`config.mk`:
```
export PLATFORM = sky130hd
export DESIGN_NAME = dma_event_status
export DESIGN_NICKNAME = d
export VERILOG_FILES = /design/src/rtl/dma_stat_pkg.sv /design/src/rtl/dma_stat_wdec.sv /design/src/rtl/dma_stat_flags.sv /design/src/rtl/dma_stat_mask.sv /design/src/rtl/dma_stat_irq.sv /design/src/rtl/dma_event_status.sv
export SDC_FILE = /design/constraint.sdc
export NUM_CORES = 1
export LEC_CHECK = 0
export ABC_AREA = 1
export BUFFER_PORTS_ARGS = -buffer_cell sky130_fd_sc_hd__clkbuf_2
export CELL_PAD_IN_SITES_DETAIL_PLACEMENT = 1
export CELL_PAD_IN_SITES_GLOBAL_PLACEMENT = 1
export CORE_MARGIN = 1.5
export CORE_UTILIZATION = 28
export DETAILED_ROUTE_END_ITERATION = 10
export PLACE_DENSITY_LB_ADDON = 0.1
export SYNTH_ARGS = -nofsm -noshare
export SYNTH_HDL_FRONTEND = slang
export SYNTH_SLANG_ARGS = --single-unit
```
`constraint.sdc`:
```
create_clock -name clk_i -period 1.6 [get_ports clk_i]
set_input_delay 0.16 -clock clk_i [delete_from_list [all_inputs] [get_ports clk_i]]
set_output_delay 0.16 -clock clk_i [all_outputs]
set_load 0.05 [all_outputs]
```
`src/rtl/dma_stat_pkg.sv`:
```
package dma_stat_pkg;
  localparam int unsigned REG_W    = 32;
  localparam int unsigned HALF_W   = REG_W / 2;
  localparam int unsigned BERR_POS = HALF_W - 1;  // top bit of the flag half
  typedef logic [REG_W-1:0] reg_t;
endpackage

```
`src/rtl/dma_stat_wdec.sv`:
```
module dma_stat_wdec
  import dma_stat_pkg::*;
#(
  parameter int unsigned          NUM_CH     = 10,
  parameter int unsigned          ADDR_W     = 8,
  parameter logic [ADDR_W-1:0]    MAIN_ADDR  = 8'h10,
  parameter logic [ADDR_W-1:0]    ALIAS_ADDR = 8'h11
) (
  input  logic              wr_en_i,
  input  logic [ADDR_W-1:0] wr_addr_i,
  input  reg_t              wr_data_i,
  output logic [NUM_CH-1:0] clr_ch_o,
  output logic              clr_berr_o,
  output logic [NUM_CH-1:0] tgl_ch_o
);
  logic hit;
  logic unused_rsvd;

  assign hit = wr_en_i && ((wr_addr_i == MAIN_ADDR) || (wr_addr_i == ALIAS_ADDR));

  always_comb begin
    clr_ch_o   = '0;
    clr_berr_o = 1'b0;
    tgl_ch_o   = '0;
    if (hit) begin
      clr_ch_o   = wr_data_i[NUM_CH-1:0];
      clr_berr_o = wr_data_i[BERR_POS];
      tgl_ch_o   = wr_data_i[HALF_W +: NUM_CH];
    end
  end

  // reserved write bits are dropped
  assign unused_rsvd = ^wr_data_i;
endmodule

```
`src/rtl/dma_stat_flags.sv`:
```
module dma_stat_flags #(
  parameter int unsigned NUM_CH = 10
) (
  input  logic              clk_i,
  input  logic              rst_ni,
  input  logic [NUM_CH-1:0] set_ch_i,
  input  logic              set_berr_i,
  input  logic [NUM_CH-1:0] clr_ch_i,
  input  logic              clr_berr_i,
  output logic [NUM_CH-1:0] flag_o,
  output logic              berr_o
);
  for (genvar g = 0; g < NUM_CH; g++) begin : g_ch
    always_ff @(posedge clk_i or negedge rst_ni) begin
      if (!rst_ni)          flag_o[g] <= 1'b0;
      else if (set_ch_i[g]) flag_o[g] <= 1'b1;  // set beats clear
      else if (clr_ch_i[g]) flag_o[g] <= 1'b0;
    end
  end

  always_ff @(posedge clk_i or negedge rst_ni) begin
    if (!rst_ni)         berr_o <= 1'b0;
    else if (set_berr_i) berr_o <= 1'b1;
    else if (clr_berr_i) berr_o <= 1'b0;
  end
endmodule

```
`src/rtl/dma_stat_mask.sv`:
```
module dma_stat_mask #(
  parameter int unsigned NUM_CH = 10
) (
  input  logic              clk_i,
  input  logic              rst_ni,
  input  logic [NUM_CH-1:0] tgl_ch_i,
  output logic [NUM_CH-1:0] mask_o
);
  for (genvar g = 0; g < NUM_CH; g++) begin : g_ch
    always_ff @(posedge clk_i or negedge rst_ni) begin
      if (!rst_ni)          mask_o[g] <= 1'b0;
      else if (tgl_ch_i[g]) mask_o[g] <= ~mask_o[g];
    end
  end
endmodule

```
`src/rtl/dma_stat_irq.sv`:
```
module dma_stat_irq #(
  parameter int unsigned NUM_CH = 10
) (
  input  logic [NUM_CH-1:0] flag_i,
  input  logic [NUM_CH-1:0] mask_i,
  input  logic              berr_i,
  output logic              irq_o
);
  assign irq_o = (|(flag_i & mask_i)) | berr_i;
endmodule

```
`src/rtl/dma_event_status.sv`:
```
module dma_event_status
  import dma_stat_pkg::*;
#(
  parameter int unsigned       NUM_CH     = 10,
  parameter int unsigned       ADDR_W     = 8,
  parameter logic [ADDR_W-1:0] MAIN_ADDR  = 8'h10,
  parameter logic [ADDR_W-1:0] ALIAS_ADDR = 8'h11
) (
  input  logic              clk_i,
  input  logic              rst_ni,
  input  logic              wr_en_i,
  input  logic [ADDR_W-1:0] wr_addr_i,
  input  logic [31:0]       wr_data_i,
  input  logic [NUM_CH-1:0] chan_done_i,
  input  logic              bus_err_i,
  output logic [31:0]       rd_data_o,
  output logic              irq_o
);
  logic [NUM_CH-1:0] clr_ch, tgl_ch, flag, mask;
  logic              clr_berr, berr;

  dma_stat_wdec #(
    .NUM_CH(NUM_CH), .ADDR_W(ADDR_W), .MAIN_ADDR(MAIN_ADDR), .ALIAS_ADDR(ALIAS_ADDR)
  ) u_wdec (
    .wr_en_i   (wr_en_i),
    .wr_addr_i (wr_addr_i),
    .wr_data_i (wr_data_i),
    .clr_ch_o  (clr_ch),
    .clr_berr_o(clr_berr),
    .tgl_ch_o  (tgl_ch)
  );

  dma_stat_flags #(.NUM_CH(NUM_CH)) u_flags (
    .clk_i     (clk_i),
    .rst_ni    (rst_ni),
    .set_ch_i  (chan_done_i),
    .set_berr_i(bus_err_i),
    .clr_ch_i  (clr_ch),
    .clr_berr_i(clr_berr),
    .flag_o    (flag),
    .berr_o    (berr)
  );

  dma_stat_mask #(.NUM_CH(NUM_CH)) u_mask (
    .clk_i   (clk_i),
    .rst_ni  (rst_ni),
    .tgl_ch_i(tgl_ch),
    .mask_o  (mask)
  );

  dma_stat_irq #(.NUM_CH(NUM_CH)) u_irq (
    .flag_i(flag),
    .mask_i(mask),
    .berr_i(berr),
    .irq_o (irq_o)
  );

  always_comb begin
    rd_data_o                   = '0;
    rd_data_o[NUM_CH-1:0]       = flag;
    rd_data_o[BERR_POS]         = berr;
    rd_data_o[HALF_W +: NUM_CH] = mask;
  end
endmodule

```
Word level (Yosys, flattened, before mapping)
Index checks and enable logic that the tools add are counted.
{"block": "op_classes", "n_eq_ne": 2, "n_mux": 25, "bitwise": 12, "n_reduce_logical": 14}
{"op": "two-way mux 1 bit", "n": 23}
{"op": "nonzero test 2 bit", "n": 11}
{"op": "two-way mux 10 bit", "n": 2}
{"op": "== test 8 x 5 -> 1 bit, second input constant", "n": 2}
{"op": "AND 10 bit", "n": 1}
{"op": "NOT 1 bit", "n": 10}
{"op": "OR reduction 10 bit", "n": 1}
{"op": "logical AND 1 bit", "n": 1}
{"op": "logical OR 1 bit", "n": 1}
{"op": "OR 1 bit", "n": 1}
{"block": "totals", "reg_bits": 21, "inputBits": 54, "out_inout_bits": 33}

Longest topological paths before layout
{"block": "depth", "word_depth": 6, "depth_mapped": 7, "mapped_depth_nobuf": 6}

By module
Synthesis repeated with hierarchy kept, for this count alone.
{"block": "unflattened", "cells_unflattened": 206, "hier_area_um2": 1348.8}
{"mod": "dma_stat_flags", "instances": 1, "cells_each": 55, "area_each_um2": 440.4}
{"mod": "dma_stat_mask", "instances": 1, "cells_each": 60, "area_each_um2": 437.9}
{"mod": "dma_stat_wdec", "instances": 1, "cells_each": 57, "area_each_um2": 296.5}
{"mod": "dma_event_status", "instances": 1, "cells_each": 13, "area_each_um2": 93.8}
{"mod": "dma_stat_irq", "instances": 1, "cells_each": 21, "area_each_um2": 80.1}

Least setup slack after synthesis
OpenSTA, ideal clock, no wires.
{"block": "synth_path", "path_type": "reg-to-output", "startpoint": "reg u_flags.flag_o[9]", "endpoint": "out irq_o", "arrival_time_ns": 1.212, "setup_slack_ns": 0.228, "stages_incl_launch_ff": 5, "path_buffers": 0, "path_cell_list": "dfrtp_1 > nand2_1 > nand2_1 > a211oi_1 > nand2_1"}
{"block": "synth_via", "elab_chain_len": 3}
{"item": "start, declared", "line": "dma_stat_flags.sv:10", "source": "output logic [NUM_CH-1:0] flag_o,"}
{"item": "start signal, assigned by index", "line": "dma_stat_flags.sv:15", "source": "if (!rst_ni) flag_o[g] <= 1'b0;"}
{"item": "start signal, assigned by index", "line": "dma_stat_flags.sv:16", "source": "else if (set_ch_i[g]) flag_o[g] <= 1'b1;"}
{"item": "start signal, assigned by index", "line": "dma_stat_flags.sv:17", "source": "else if (clr_ch_i[g]) flag_o[g] <= 1'b0;"}
{"item": "AND 10 bit", "line": "dma_stat_irq.sv:9", "source": "assign irq_o = (|(flag_i & mask_i)) | berr_i;"}
{"item": "OR reduction 10 bit", "line": "dma_stat_irq.sv:9"}
{"item": "OR 1 bit", "line": "dma_stat_irq.sv:9"}
{"item": "end, declared", "line": "dma_event_status.sv:17", "source": "output logic irq_o"}
No other way between the ends.

Worst setup path after layout
{"block": "layout_path", "startpoint": "reg u_mask.mask_o[9]", "endpoint": "out irq_o"}
{"block": "layout_via", "elab_chain_len": 3}
{"item": "start, declared", "line": "dma_stat_mask.sv:7", "source": "output logic [NUM_CH-1:0] mask_o"}
{"item": "start signal, assigned by index", "line": "dma_stat_mask.sv:12", "source": "else if (tgl_ch_i[g]) mask_o[g] <= ~mask_o[g];"}
{"item": "AND 10 bit", "line": "dma_stat_irq.sv:9"}
{"item": "OR reduction 10 bit", "line": "dma_stat_irq.sv:9"}
{"item": "OR 1 bit", "line": "dma_stat_irq.sv:9"}
No other way between the ends.

==> impl_metrics.yaml <==
cts:
  cts_tree: "yes"
  numCtsBuffers: 3
  cts_sinks: 21
  ctsLongestPathBuffers: 2
  clk_latency_ns: 0.26
  clk_pin_slew_ns: 0.07
  cts_root_buffer: "clkbuf_8"
  cts_max_level: 1
global_routing:
  track_usage_pct: 15.4
  grt.overflow.total: 0
  grt_max_degree: 32
  grt_pass1_vias: 1143
  antenna_found_initial: 0
  grt_pass1_wl_um: 5210
synth:
  avgSynthCellArea_sq_um: 7.25
  synth_top_cell_by_area: "dfrtp_1"
  yosysWarningCount: 0
  async_flop_share_pct: 100
  syn-cell-area_sq_um: 1170
  synth_most_common_cell: "nand2_1"
  ys.flop_type: "dfrtp_1"
  synth-seq-cells: 21
  ys_seq_area_share_pct: 45.0
  synthCells: 161
  synth_cell_types: 11
  synth_top_area_share_pct: 45.0
  synth_edf_count: 0
  netlist_top_cells_count: "57 x nand2_1, 27 x inv_1, 22 x nand3_1"
  synth_area_leaders: "dfrtp_1 45%, nand2_1 18%, nand3_1 9.4%"
worst_setup_path:
  worstPathArrival_ns: 1.29
  critPathMaxFanout: 4
  end_kind: "primary output"
  worst-setup-path-type: "flop to primary output"
  critPathLaunchType: "flop"
  critPathRequiredTime_ns: 1.44
  reg2reg_depth: 3
  r2r-end: "u_mask.mask_o[7]$_DFFE_PN0P_"
  reg2reg_setup_slack_ns: 0.84
  r2r_start: "u_mask.mask_o[7]$_DFFE_PN0P_"
routing:
  drt_wl_total_um: 3230
  routed_via_density: 4.40
  vias: 1202
  ant_nets: 0
  wl_per_cell_um: 11.8
  first_pass_iters: 4
  drc: 0
  drtIter0Drc: 33
placed_design:
  dpl_cell_area_sq_um: 1480
  gp_routability_congestion: 0.657
  dp_hpwl_um: 2430
  portBuffers: 63
final_layout:
  antenna_cells: 0
  design_area_sq_um: 1530
  nets: 278
  syn_to_final_growth_pct: 31.3
  drive_above_1_share_pct: 31.4
job:
  maxCapViolCount: 0
sta:
  final-setup-viol-count: 0
  worstMarginPinSlew_ns: 0.558
  fmax_mhz: 689
  slew_headroom_pct: 62.8
  fin_crit_ns: 1.45
  finalHoldViolCount: 0
  rsz0062_at_grt: "false"
  finalCritPeriodShare_pct: 90.7
  drv_slew: 0
  finClkSkew_ns: 0
  setup-tns-final_ns: 0
worst_hold_path:
  hold_depth: 3
  hp-start: "chan_done_i[7]"
  min_path_type: "input pin to flop"
  hold_end: "u_flags.flag_o[7]$_DFFE_PN0P_"
status:
  outcome: "finished, final reports clean"
floorplanning:
  dieArea_sq_um: 4570
  die_w_um: 67.6
  die_y_um: 67.6
  pin_count: 87
  num_rows: 23
  start_util_pct: 29.2
  fp.coreArea_sq_um: 4000
pwr:
  power_w: 0.00122
  power_density_nw_per_um2: 796
  ir_worst_vdd_uv: 315
  p_leak_nw: 0.877
[repair_timing]
item	CTS	global route
setup endpoints to repair	0	1
endpoints found under the hold margin	21	0
hold buffers	1	0
gates resized for setup	0	1
setup buffers	0	0
[cells in the final DEF (no fill, tap or decap), types with 2 or more instances in the layout]
cell      count
buf_4         2
nor2_2        2
clkbuf_8      3
nand4_1      11
nand2_1      57
inv_1        27
dfrtp_1      21
nand3_1      22
clkbuf_2     62
conb_1       11
[critical path: stages, from the launching register on]
cell      delay (ns)
dfrtp_1         0.42
nand2_1         0.08
nand2_1         0.05
a211oi_1        0.19
nand2_1         0.07
buf_2           0.21
[metrics by stage]
step | setup slack (ns) | utilization (%) | hold WS [ns] | std cells
floorplan | 0.228 | - | -0.136 | 171
global placement | 0.393 | 36.9 | 0.180 | 268
detailed placement | 0.379 | 36.9 | 0.189 | 268
CTS | 0.0696 | 38.3 | 0.0676 | 273
global route | 0.0172 | 38.3 | 0.0750 | 273
finish | 0.149 | 38.3 | 0.0766 | 273
[where the power goes]
part	switching, W	total [W]	leakage, nW	internal (W)
clock	0.000175	0.000353	0.0228	0.000178
combinational	0.000217	0.000294	0.622	0.0000764
sequential	0.0000224	0.000574	0.233	0.000551
total	0.000414	0.00122	0.877	0.000805
[layout make-up]
type | instances | area (sq um)
fill | 540 | 2470
sequential | 21 | 526
multi-input combinational | 105 | 458
timing repair buffer | 66 | 340
inverter | 27 | 101
tap | 50 | 62.6
clock buffer | 4 | 45.0
[state kept, by name, indices dropped and copies added (netlist names)]
register / flops
u_flags.flag_o: 10
u_mask.mask_o: 10
u_flags.berr_o: 1
[worst max-delay path by stage]
| stage | from | slack, ns | depth (start not counted) | endpoint |
|---|---|---|---|---|
| 6_report | u_mask.mask_o[9]$_DFFE_PN0P_ | 0.15 | 5 | irq_o |
| 5_1_grt | u_mask.mask_o[9]$_DFFE_PN0P_ | 0.02 | 5 | irq_o |
| 4_1_cts | u_mask.mask_o[3]$_DFFE_PN0P_ | 0.07 | 5 | irq_o |
| 3_5_place_dp | u_mask.mask_o[3]$_DFFE_PN0P_ | 0.38 | 5 | irq_o |
| 3_3_place_gp | u_mask.mask_o[3]$_DFFE_PN0P_ | 0.39 | 5 | irq_o |
| 2_1_floorplan | u_flags.flag_o[9]$_DFFE_PN0P_ | 0.23 | 4 | irq_o |
[per-layer routing]
metal	up-vias	part of all wire (%)	global-route usage (%)
met5	-	0	0
met4	0	1.8	6.89
met3	5	5.6	3.17
met2	37	54	27.3
met1	563	39	17.8
li1	597	-	-
[logic make-up (layout without fill, tap and decap cells)]
logic type,count (synthesis),count (layout),synth area share [%]
AOI/OAI and AO/OA,1,1,0.643
and+or+nand+nor,93,93,35.0
buffers and inverters,45,97,19.0
other,1,11,0.321
DFF,21,21,45.0
Note: power is estimated with default switching activity, not from simulation.
